===== src/rtl/pwm_slice_pkg.sv =====
package pwm_slice_pkg;
  localparam int NCH = 2;

  localparam int REG_CTRL = 0;
  localparam int REG_DIV  = 1;
  localparam int REG_TOP  = 2;
  localparam int REG_CTR  = 3;
  localparam int REG_CMPA = 4;

  typedef enum logic [1:0] {
    CM_FREE  = 2'd0,
    CM_LEVEL = 2'd1,
    CM_RISE  = 2'd2,
    CM_FALL  = 2'd3
  } cnt_mode_e;
endpackage


===== src/rtl/pwm_frac_div.sv =====
module pwm_frac_div #(
  parameter int INT_W  = 8,
  parameter int FRAC_W = 4
) (
  input  logic                    clk,
  input  logic                    rst,
  input  logic                    clr,
  input  logic                    step,
  input  logic [INT_W+FRAC_W-1:0] ratio,
  output logic                    tick,
  output logic                    above_one
);
  localparam int DW = INT_W + FRAC_W;
  localparam int RW = DW + 1;
  localparam logic [RW-1:0] FULL     = RW'(1) << DW;
  localparam logic [RW-1:0] ONE_STEP = RW'(1) << FRAC_W;

  logic [RW-1:0] acc;
  logic [RW-1:0] eff;
  logic [RW:0]   sum;

  // integer part 0 stands for the largest ratio
  always_comb begin
    eff = (ratio[DW-1:FRAC_W] == '0) ? FULL : {1'b0, ratio};
    sum = {1'b0, acc} + {1'b0, ONE_STEP};
    tick = step && (sum >= {1'b0, eff});
    above_one = eff > ONE_STEP;
  end

  always_ff @(posedge clk) begin
    if (rst || clr) acc <= '0;
    else if (step) acc <= tick ? RW'(sum - {1'b0, eff}) : RW'(sum);
  end

  assert_acc_bound_R1: assert property (@(posedge clk) disable iff (rst)
    acc < eff);
endmodule


===== src/rtl/pwm_b_input.sv =====
module pwm_b_input (
  input  logic clk,
  input  logic rst,
  input  logic b_in,
  output logic lvl,
  output logic rise,
  output logic fall
);
  logic s1, s2, s3;

  always_ff @(posedge clk) begin
    if (rst) begin
      s1 <= 1'b0;
      s2 <= 1'b0;
      s3 <= 1'b0;
    end else begin
      s1 <= b_in;
      s2 <= s1;
      s3 <= s2;
    end
  end

  assign lvl  = s2;
  assign rise = s2 & ~s3;
  assign fall = ~s2 & s3;

  assert_single_rise_R7: assert property (@(posedge clk) disable iff (rst)
    rise |=> !rise);
endmodule


===== src/rtl/pwm_counter.sv =====
module pwm_counter #(
  parameter int CW = 16
) (
  input  logic          clk,
  input  logic          rst,
  input  logic          en,
  input  logic          tick,
  input  logic          phase_correct,
  input  logic          adv_req,
  input  logic          ret_req,
  input  logic          wr_ctr,
  input  logic [CW-1:0] wr_val,
  input  logic [CW-1:0] top,
  output logic [CW-1:0] ctr,
  output logic          wrap_evt,
  output logic          wrap_q
);
  localparam logic [CW-1:0] ZERO = '0;
  localparam logic [CW-1:0] ONE  = CW'(1);

  logic          dir_up, adv_pend, ret_pend;
  logic          do_step, nxt_dir, nxt_wrap;
  logic [CW-1:0] nxt;

  always_comb begin
    do_step  = en && (tick ? !ret_pend : adv_pend);
    nxt      = ctr + ONE;
    nxt_dir  = 1'b1;
    nxt_wrap = 1'b0;
    if (!phase_correct) begin
      if (ctr == top) begin
        nxt      = ZERO;
        nxt_wrap = 1'b1;
      end
    end else if (dir_up) begin
      if (ctr == top) begin
        if (top == ZERO) begin
          nxt      = ZERO;
          nxt_wrap = 1'b1;
        end else begin
          nxt      = top - ONE;
          nxt_dir  = 1'b0;
          nxt_wrap = (top == ONE);
        end
      end
    end else begin
      if (ctr == ZERO) begin
        nxt = ONE;
      end else begin
        nxt      = ctr - ONE;
        nxt_dir  = 1'b0;
        nxt_wrap = (ctr == ONE);
      end
    end
    wrap_evt = do_step && nxt_wrap && !wr_ctr;
  end

  always_ff @(posedge clk) begin
    if (rst) begin
      ctr      <= ZERO;
      dir_up   <= 1'b1;
      adv_pend <= 1'b0;
      ret_pend <= 1'b0;
      wrap_q   <= 1'b0;
    end else begin
      wrap_q <= wrap_evt;
      if (wr_ctr) ctr <= wr_val;
      else if (do_step) begin
        ctr    <= nxt;
        dir_up <= nxt_dir;
      end
      if (tick && ret_pend) ret_pend <= 1'b0;
      if (ret_req) ret_pend <= 1'b1;
      if (en && !tick && adv_pend) adv_pend <= 1'b0;
      if (adv_req) adv_pend <= 1'b1;
    end
  end

  assert_wrap_lands_zero_R3: assert property (@(posedge clk) disable iff (rst)
    wrap_q |-> (ctr == ZERO));
  assert_down_step_R5: assert property (@(posedge clk) disable iff (rst)
    (phase_correct && !dir_up && do_step && !wr_ctr && ctr != ZERO) |=> (ctr == $past(ctr) - ONE));
  assert_hold_idle_R7: assert property (@(posedge clk) disable iff (rst)
    (!do_step && !wr_ctr) |=> $stable(ctr));
  assert_retard_swallow_R8: assert property (@(posedge clk) disable iff (rst)
    (tick && ret_pend && !wr_ctr) |=> $stable(ctr));
endmodule


===== src/rtl/pwm_slice_core.sv =====
module pwm_slice_core
  import pwm_slice_pkg::*;
#(
  parameter int CW     = 16,
  parameter int INT_W  = 8,
  parameter int FRAC_W = 4,
  parameter int ADDR_W = 3
) (
  input  logic              clk,
  input  logic              rst,
  input  logic              wr_en,
  input  logic [ADDR_W-1:0] wr_addr,
  input  logic [CW-1:0]     wr_data,
  input  logic              b_in,
  input  logic              adv_pulse,
  input  logic              ret_pulse,
  output logic [CW-1:0]     ctr_rd,
  output logic              out_a,
  output logic              out_b,
  output logic              wrap_o
);
  localparam int DW = INT_W + FRAC_W;
  localparam logic [DW-1:0] RATIO_ONE = DW'(1) << FRAC_W;
  localparam logic [CW-1:0] TOP_RST   = {CW{1'b1}} - CW'(1);

  logic            en_q, phase_q;
  cnt_mode_e       mode_q;
  logic [NCH-1:0]  inv_q;
  logic [DW-1:0]   ratio_q;
  logic [CW-1:0]   top_pend, top_act;
  logic [CW-1:0]   cmp_pend [NCH];
  logic [CW-1:0]   cmp_act  [NCH];
  logic [NCH-1:0]  out_q;

  logic wr_ctrl, wr_div, wr_top, wr_ctr;
  logic lvl, rise, fall, div_step, tick, above_one, wrap_evt;
  logic [CW-1:0] ctr;

  assign wr_ctrl = wr_en && (wr_addr == ADDR_W'(REG_CTRL));
  assign wr_div  = wr_en && (wr_addr == ADDR_W'(REG_DIV));
  assign wr_top  = wr_en && (wr_addr == ADDR_W'(REG_TOP));
  assign wr_ctr  = wr_en && (wr_addr == ADDR_W'(REG_CTR));

  always_ff @(posedge clk) begin
    if (rst) begin
      en_q     <= 1'b0;
      phase_q  <= 1'b0;
      mode_q   <= CM_FREE;
      inv_q    <= '0;
      ratio_q  <= RATIO_ONE;
      top_pend <= TOP_RST;
      top_act  <= TOP_RST;
    end else begin
      if (wr_ctrl) begin
        en_q    <= wr_data[0];
        phase_q <= wr_data[1];
        mode_q  <= cnt_mode_e'(wr_data[3:2]);
        inv_q   <= wr_data[5:4];
      end
      if (wr_div) ratio_q <= wr_data[DW-1:0];
      if (wrap_evt) top_act <= top_pend;
      if (wr_top) begin
        top_pend <= wr_data;
        if (!en_q) top_act <= wr_data;
      end
    end
  end

  pwm_b_input u_bin (
    .clk(clk), .rst(rst), .b_in(b_in), .lvl(lvl), .rise(rise), .fall(fall)
  );

  always_comb begin
    case (mode_q)
      CM_FREE:  div_step = en_q;
      CM_LEVEL: div_step = en_q && lvl;
      CM_RISE:  div_step = en_q && rise;
      default:  div_step = en_q && fall;
    endcase
  end

  pwm_frac_div #(.INT_W(INT_W), .FRAC_W(FRAC_W)) u_div (
    .clk(clk), .rst(rst), .clr(wr_div), .step(div_step), .ratio(ratio_q),
    .tick(tick), .above_one(above_one)
  );

  pwm_counter #(.CW(CW)) u_ctr (
    .clk(clk), .rst(rst), .en(en_q), .tick(tick), .phase_correct(phase_q),
    .adv_req(adv_pulse && en_q && above_one),
    .ret_req(ret_pulse && en_q && above_one),
    .wr_ctr(wr_ctr), .wr_val(wr_data), .top(top_act),
    .ctr(ctr), .wrap_evt(wrap_evt), .wrap_q(wrap_o)
  );

  for (genvar i = 0; i < NCH; i++) begin : g_ch
    logic wr_cmp;
    assign wr_cmp = wr_en && (wr_addr == ADDR_W'(REG_CMPA + i));
    always_ff @(posedge clk) begin
      if (rst) begin
        cmp_pend[i] <= '0;
        cmp_act[i]  <= '0;
        out_q[i]    <= 1'b0;
      end else begin
        if (wrap_evt) cmp_act[i] <= cmp_pend[i];
        if (wr_cmp) begin
          cmp_pend[i] <= wr_data;
          if (!en_q) cmp_act[i] <= wr_data;
        end
        if (i == 1 && mode_q != CM_FREE) out_q[i] <= 1'b0;
        else out_q[i] <= (ctr < cmp_act[i]) ^ inv_q[i];
      end
    end
  end

  assign ctr_rd = ctr;
  assign out_a  = out_q[0];
  assign out_b  = out_q[1];

  assert_full_duty_R4: assert property (@(posedge clk) disable iff (rst)
    (cmp_act[0] > top_act && ctr <= top_act && !inv_q[0]) |=> out_a);
  assert_zero_duty_R4: assert property (@(posedge clk) disable iff (rst)
    (cmp_act[0] == '0 && !inv_q[0]) |=> !out_a);
  assert_invert_R6: assert property (@(posedge clk) disable iff (rst)
    (cmp_act[0] == '0 && inv_q[0]) |=> out_a);
  assert_shadow_hold_R9: assert property (@(posedge clk) disable iff (rst)
    (en_q && !wrap_evt) |=> $stable(top_act));
  assert_b_quiet_R7: assert property (@(posedge clk) disable iff (rst)
    (mode_q != CM_FREE) |=> !out_b);
endmodule


===== config.mk =====
export PLATFORM = sky130hd
export DESIGN_NAME = pwm_slice_core
export DESIGN_NICKNAME = d
export VERILOG_FILES = /design/src/rtl/pwm_slice_pkg.sv /design/src/rtl/pwm_frac_div.sv /design/src/rtl/pwm_b_input.sv /design/src/rtl/pwm_counter.sv /design/src/rtl/pwm_slice_core.sv
export SDC_FILE = /design/constraint.sdc
export NUM_CORES = 1
export LEC_CHECK = 0
export CAP_MARGIN = 20
export CORE_ASPECT_RATIO = 1.1
export CORE_MARGIN = 1.5
export CORE_UTILIZATION = 47
export CTS_CLUSTER_SIZE = 24
export DETAILED_ROUTE_END_ITERATION = 7
export HOLD_SLACK_MARGIN = 0.15
export PLACE_DENSITY = 0.64
export SETUP_SLACK_MARGIN = 0.5
export SLEW_MARGIN = 30
export SYNTH_ARGS = -nofsm -noshare
export SYNTH_HDL_FRONTEND = slang
export SYNTH_HIERARCHICAL = 1
export SYNTH_SLANG_ARGS = --single-unit

===== constraint.sdc =====
create_clock -name clk -period 5.6 [get_ports clk]
set_input_delay 0.84 -clock clk [delete_from_list [all_inputs] [get_ports clk]]
set_output_delay 0.84 -clock clk [all_outputs]
set_load 0.05 [all_outputs]

==> metrics.cfg <==
[outcome]
outcome=complete, but fails checks
violations=DRC

[yosys]
syn_nets=1188
synth_compound_area_share_pct=15.08
ys_warn_count=6
ys.flop_type=dfxtp_1
synth-xor-area-share_pct=6.650
synth_simple_gate_area_share_pct=23.83
ys_types=87
synth_adder_area_share_pct=7.236
synth_edf_count=64
synth_top_family_by_area=simple AND/OR/NAND/NOR gates
synth_seq_area_share_pct=38.31
syn_inst=1108
ys_ff_latch=152
muxShareOfSynthArea_pct=2.720
synth.cell_area_mm2=0.009614
async_reset_ff_share_pct=0
synth.avg_cell_area_um2=8.677

[clock_network]
ctsResizeCount=0
cts_buffers=17
worstSkewPairLatency_ns=0.43
post-cts-setup-buffer-count=0
cts.sinks=152
clk_path_buf_depth=2
cts_hold_buf=0
clockRootBuffer=clkbuf_16
ctsHtreeMaxLevel=4
tritoncts=yes
clk_pin_slew_ns=0.06

[global_route]
grt_first_pass_wirelength_um=41180
grt_max_degree=54
grtUsageTotal_pct=25.10
grt.overflow.total=0
antenna_found_initial=1
grt_pass1_vias=7453

[route]
wl_per_cell_um=18.96
via_count=7970
first_pass_iters=7
viasPerCell=5.742
drc_errors=3
wirelength_um=26320
detail-route-antenna-nets=0
drt-initial-drc-count=716

[sta]
whs_ns=0.4469
maxSlewHeadroom_pct=42.75
maxSlewViolCount=0
finalHoldViolations=0
fin_ws_ns=1.022
setup-violations-final=0
fin_crit_ns=4.578
grt_setup_unrepaired=no
finalClockSkew_ns=0.008935
finalSetupTns_ns=0
tightest_slew_ns=0.8587
period_share_pct=81.76
fmax_mhz=218.4

[critical_path]
crit_required_ns=5.89
critPathMaxFanout=16
reg2reg_depth=20
crit_type=flip-flop to flip-flop
critical_path_arrival_ns=4.87
startpoint_type=flip-flop
cp-end-kind=flip-flop
reg2reg_slack_ns=1.02

[cells_and_area]
final_nets=1203
drive_above_1_share_pct=8.011
areaGrowthSynthToFinish_pct=11.50
stdcell_count=1388
diodes=0
nFillCells=1832

[pwr]
power_density_mw_per_mm2=249.7
power_leakage_uw=0.004165
p_total_uw=2677
ir_drop_v=0.0002153

[placement]
dp_hpwl_um=18180
pre_cts_slack_ns=1.053
port_buffers=43
placed_cells=1356
place_congestion=0.9096

[job]
drv_cap=0

[floorplan]
rows=54
core_mm2=0.01993
dieWidth_um=139.4
ios=44
dieHeight_um=153.0
start_util_pct=48.24
dieArea_mm2=0.02132

[min_path]
hold_class=flip-flop to flip-flop
whs_path_depth=1

sequential cells by signal (all words and copies together), names as in the netlist, 2 cells and up:
register / cells
cmp_act: 32
cmp_pend: 32
top_act: 16
top_pend: 16
u_ctr/ctr: 16
u_div/acc: 13
ratio_q: 12
inv_q: 2
mode_q: 2
power by group:
part	leakage (uW)	switching [uW]	internal, uW
sequential	0.00133	27.6	1200
combinational	0.00255	210	124
clock	0.000276	450	667
critical path, cell delays in order, from the launching register on:
cell and delay, ns:
dfxtp_1 0.32, nor4_1 0.38, nand3_1 0.23, and2_1 0.22
ha_1 0.20, fa_1 0.39, and2b_1 0.25, o21ai_2 0.07
nand2_2 0.09, a41oi_2 0.05, o21a_2 0.31, nor2_2 0.21
nor2b_1 0.20, o21ai_1 0.09, buf_4 0.23, nor3_2 0.33
buf_4 0.35, mux2i_1 0.22, nand2_1 0.07, o21ai_0 0.12
nand2_1 0.10
synthesized netlist by cell type (6+ instances only):
cell type | count | area share, %
nand2_1 | 195 | 7.6
dfxtp_1 | 88 | 18
edfxtp_1 | 64 | 20
a21oi_1 | 63 | 3.3
inv_1 | 62 | 2.4
o21ai_0 | 59 | 3.1
nor2_1 | 58 | 2.3
ha_1 | 54 | 7.0
xor2_1 | 41 | 3.7
nand3_1 | 40 | 2.1
and2_1 | 34 | 2.2
xnor2_1 | 32 | 2.9
clkbuf_1 | 26 | 1.0
mux2i_1 | 25 | 2.6
nor3_1 | 20 | 1.0
buf_2 | 19 | 0.99
a211oi_1 | 13 | 1.0
a31oi_1 | 12 | 0.78
and3_1 | 12 | 0.78
nor2b_1 | 12 | 0.78
buf_4 | 10 | 0.78
nor4_1 | 10 | 0.65
a21o_1 | 9 | 0.70
nand4_1 | 9 | 0.59
o21ai_1 | 8 | 0.42
o22ai_1 | 6 | 0.39
o31ai_1 | 6 | 0.47
or3_1 | 6 | 0.39
cell families after synthesis:
group,count (synthesis)
and+or+nand+nor,447
AOI/OAI and AO/OA,226
DFF,152
buffers and inverters,129
xor gates and xnor gates,73
adders and majority gates,55
muxes,26
cells in the final DEF, fill, tap and decap left out, drive strengths merged, types with 5 or more instances in the layout:
cell type      Yosys  routed
a211oi            13      13
a21o              10      10
a21oi             66      66
a31oi             13      13
and2              34      34
and3              14      14
and4               6       6
buf               36      20
clkbuf            29      24
clkdlybuf4s50      0      42
clkinv             1       6
dfxtp             88      88
edfxtp            64      64
ha                54      54
inv               62      63
mux2i             25      25
nand2            196     196
nand2b             7       7
nand3             42      42
nand4             11      11
nor2              60      60
nor2b             13      13
nor3              23      23
nor4              16      16
o21a               5       5
o21ai             69      69
o221ai             5       5
o22ai              6       6
o31ai              7       7
or3                6       6
xnor2             32      32
xor2              41      41
cell type report:
type	instances	area, um^2	share of cell area (%)
inverter	63	236.5	2.206
clock buffer	24	461.7	4.307
tap	252	315.3	2.941
timing repair buffer	62	568.0	5.299
clock inverter	8	98.84	0.9220
sequential	152	3684	34.36
multi-input combinational	827	5356	49.96
layer usage:
layer  share of wire, %  vias to the layer above  routed length, um  global-route usage (%)
li1                   -                     3911                  -                       -
met1                 45                     3733              11770                   33.56
met2                 46                      275              12110                   40.04
met4                3.0                        0                800                   10.28
met3                6.3                       51               1645                   4.637
met5                  0                        -                  0                       0
per-stage QoR:
| stage | util, % | instance area [um^2] |
|---|---|---|
| final | 53.79 | 10720 |
| after global routing | 53.79 | 10720 |
| after CTS | 53.79 | 10720 |
| after detailed placement | 50.97 | 10160 |
| after global placement | 50.94 | 10150 |
| after floorplan | - | 9614 |
final timing paths:
kind	from	end
setup reg to reg	ratio_q[6]$_SDFFE_PP0P_	top_act[4]$_SDFF_PP1_
setup / recovery	ratio_q[6]$_SDFFE_PP0P_	top_act[4]$_SDFF_PP1_
hold / removal	u_bin/s1$_SDFF_PP0_	u_bin/lvl$_SDFF_PP0_
hold reg to reg	u_bin/s1$_SDFF_PP0_	u_bin/lvl$_SDFF_PP0_
No activity file was read; power rests on OpenSTA's default activity.
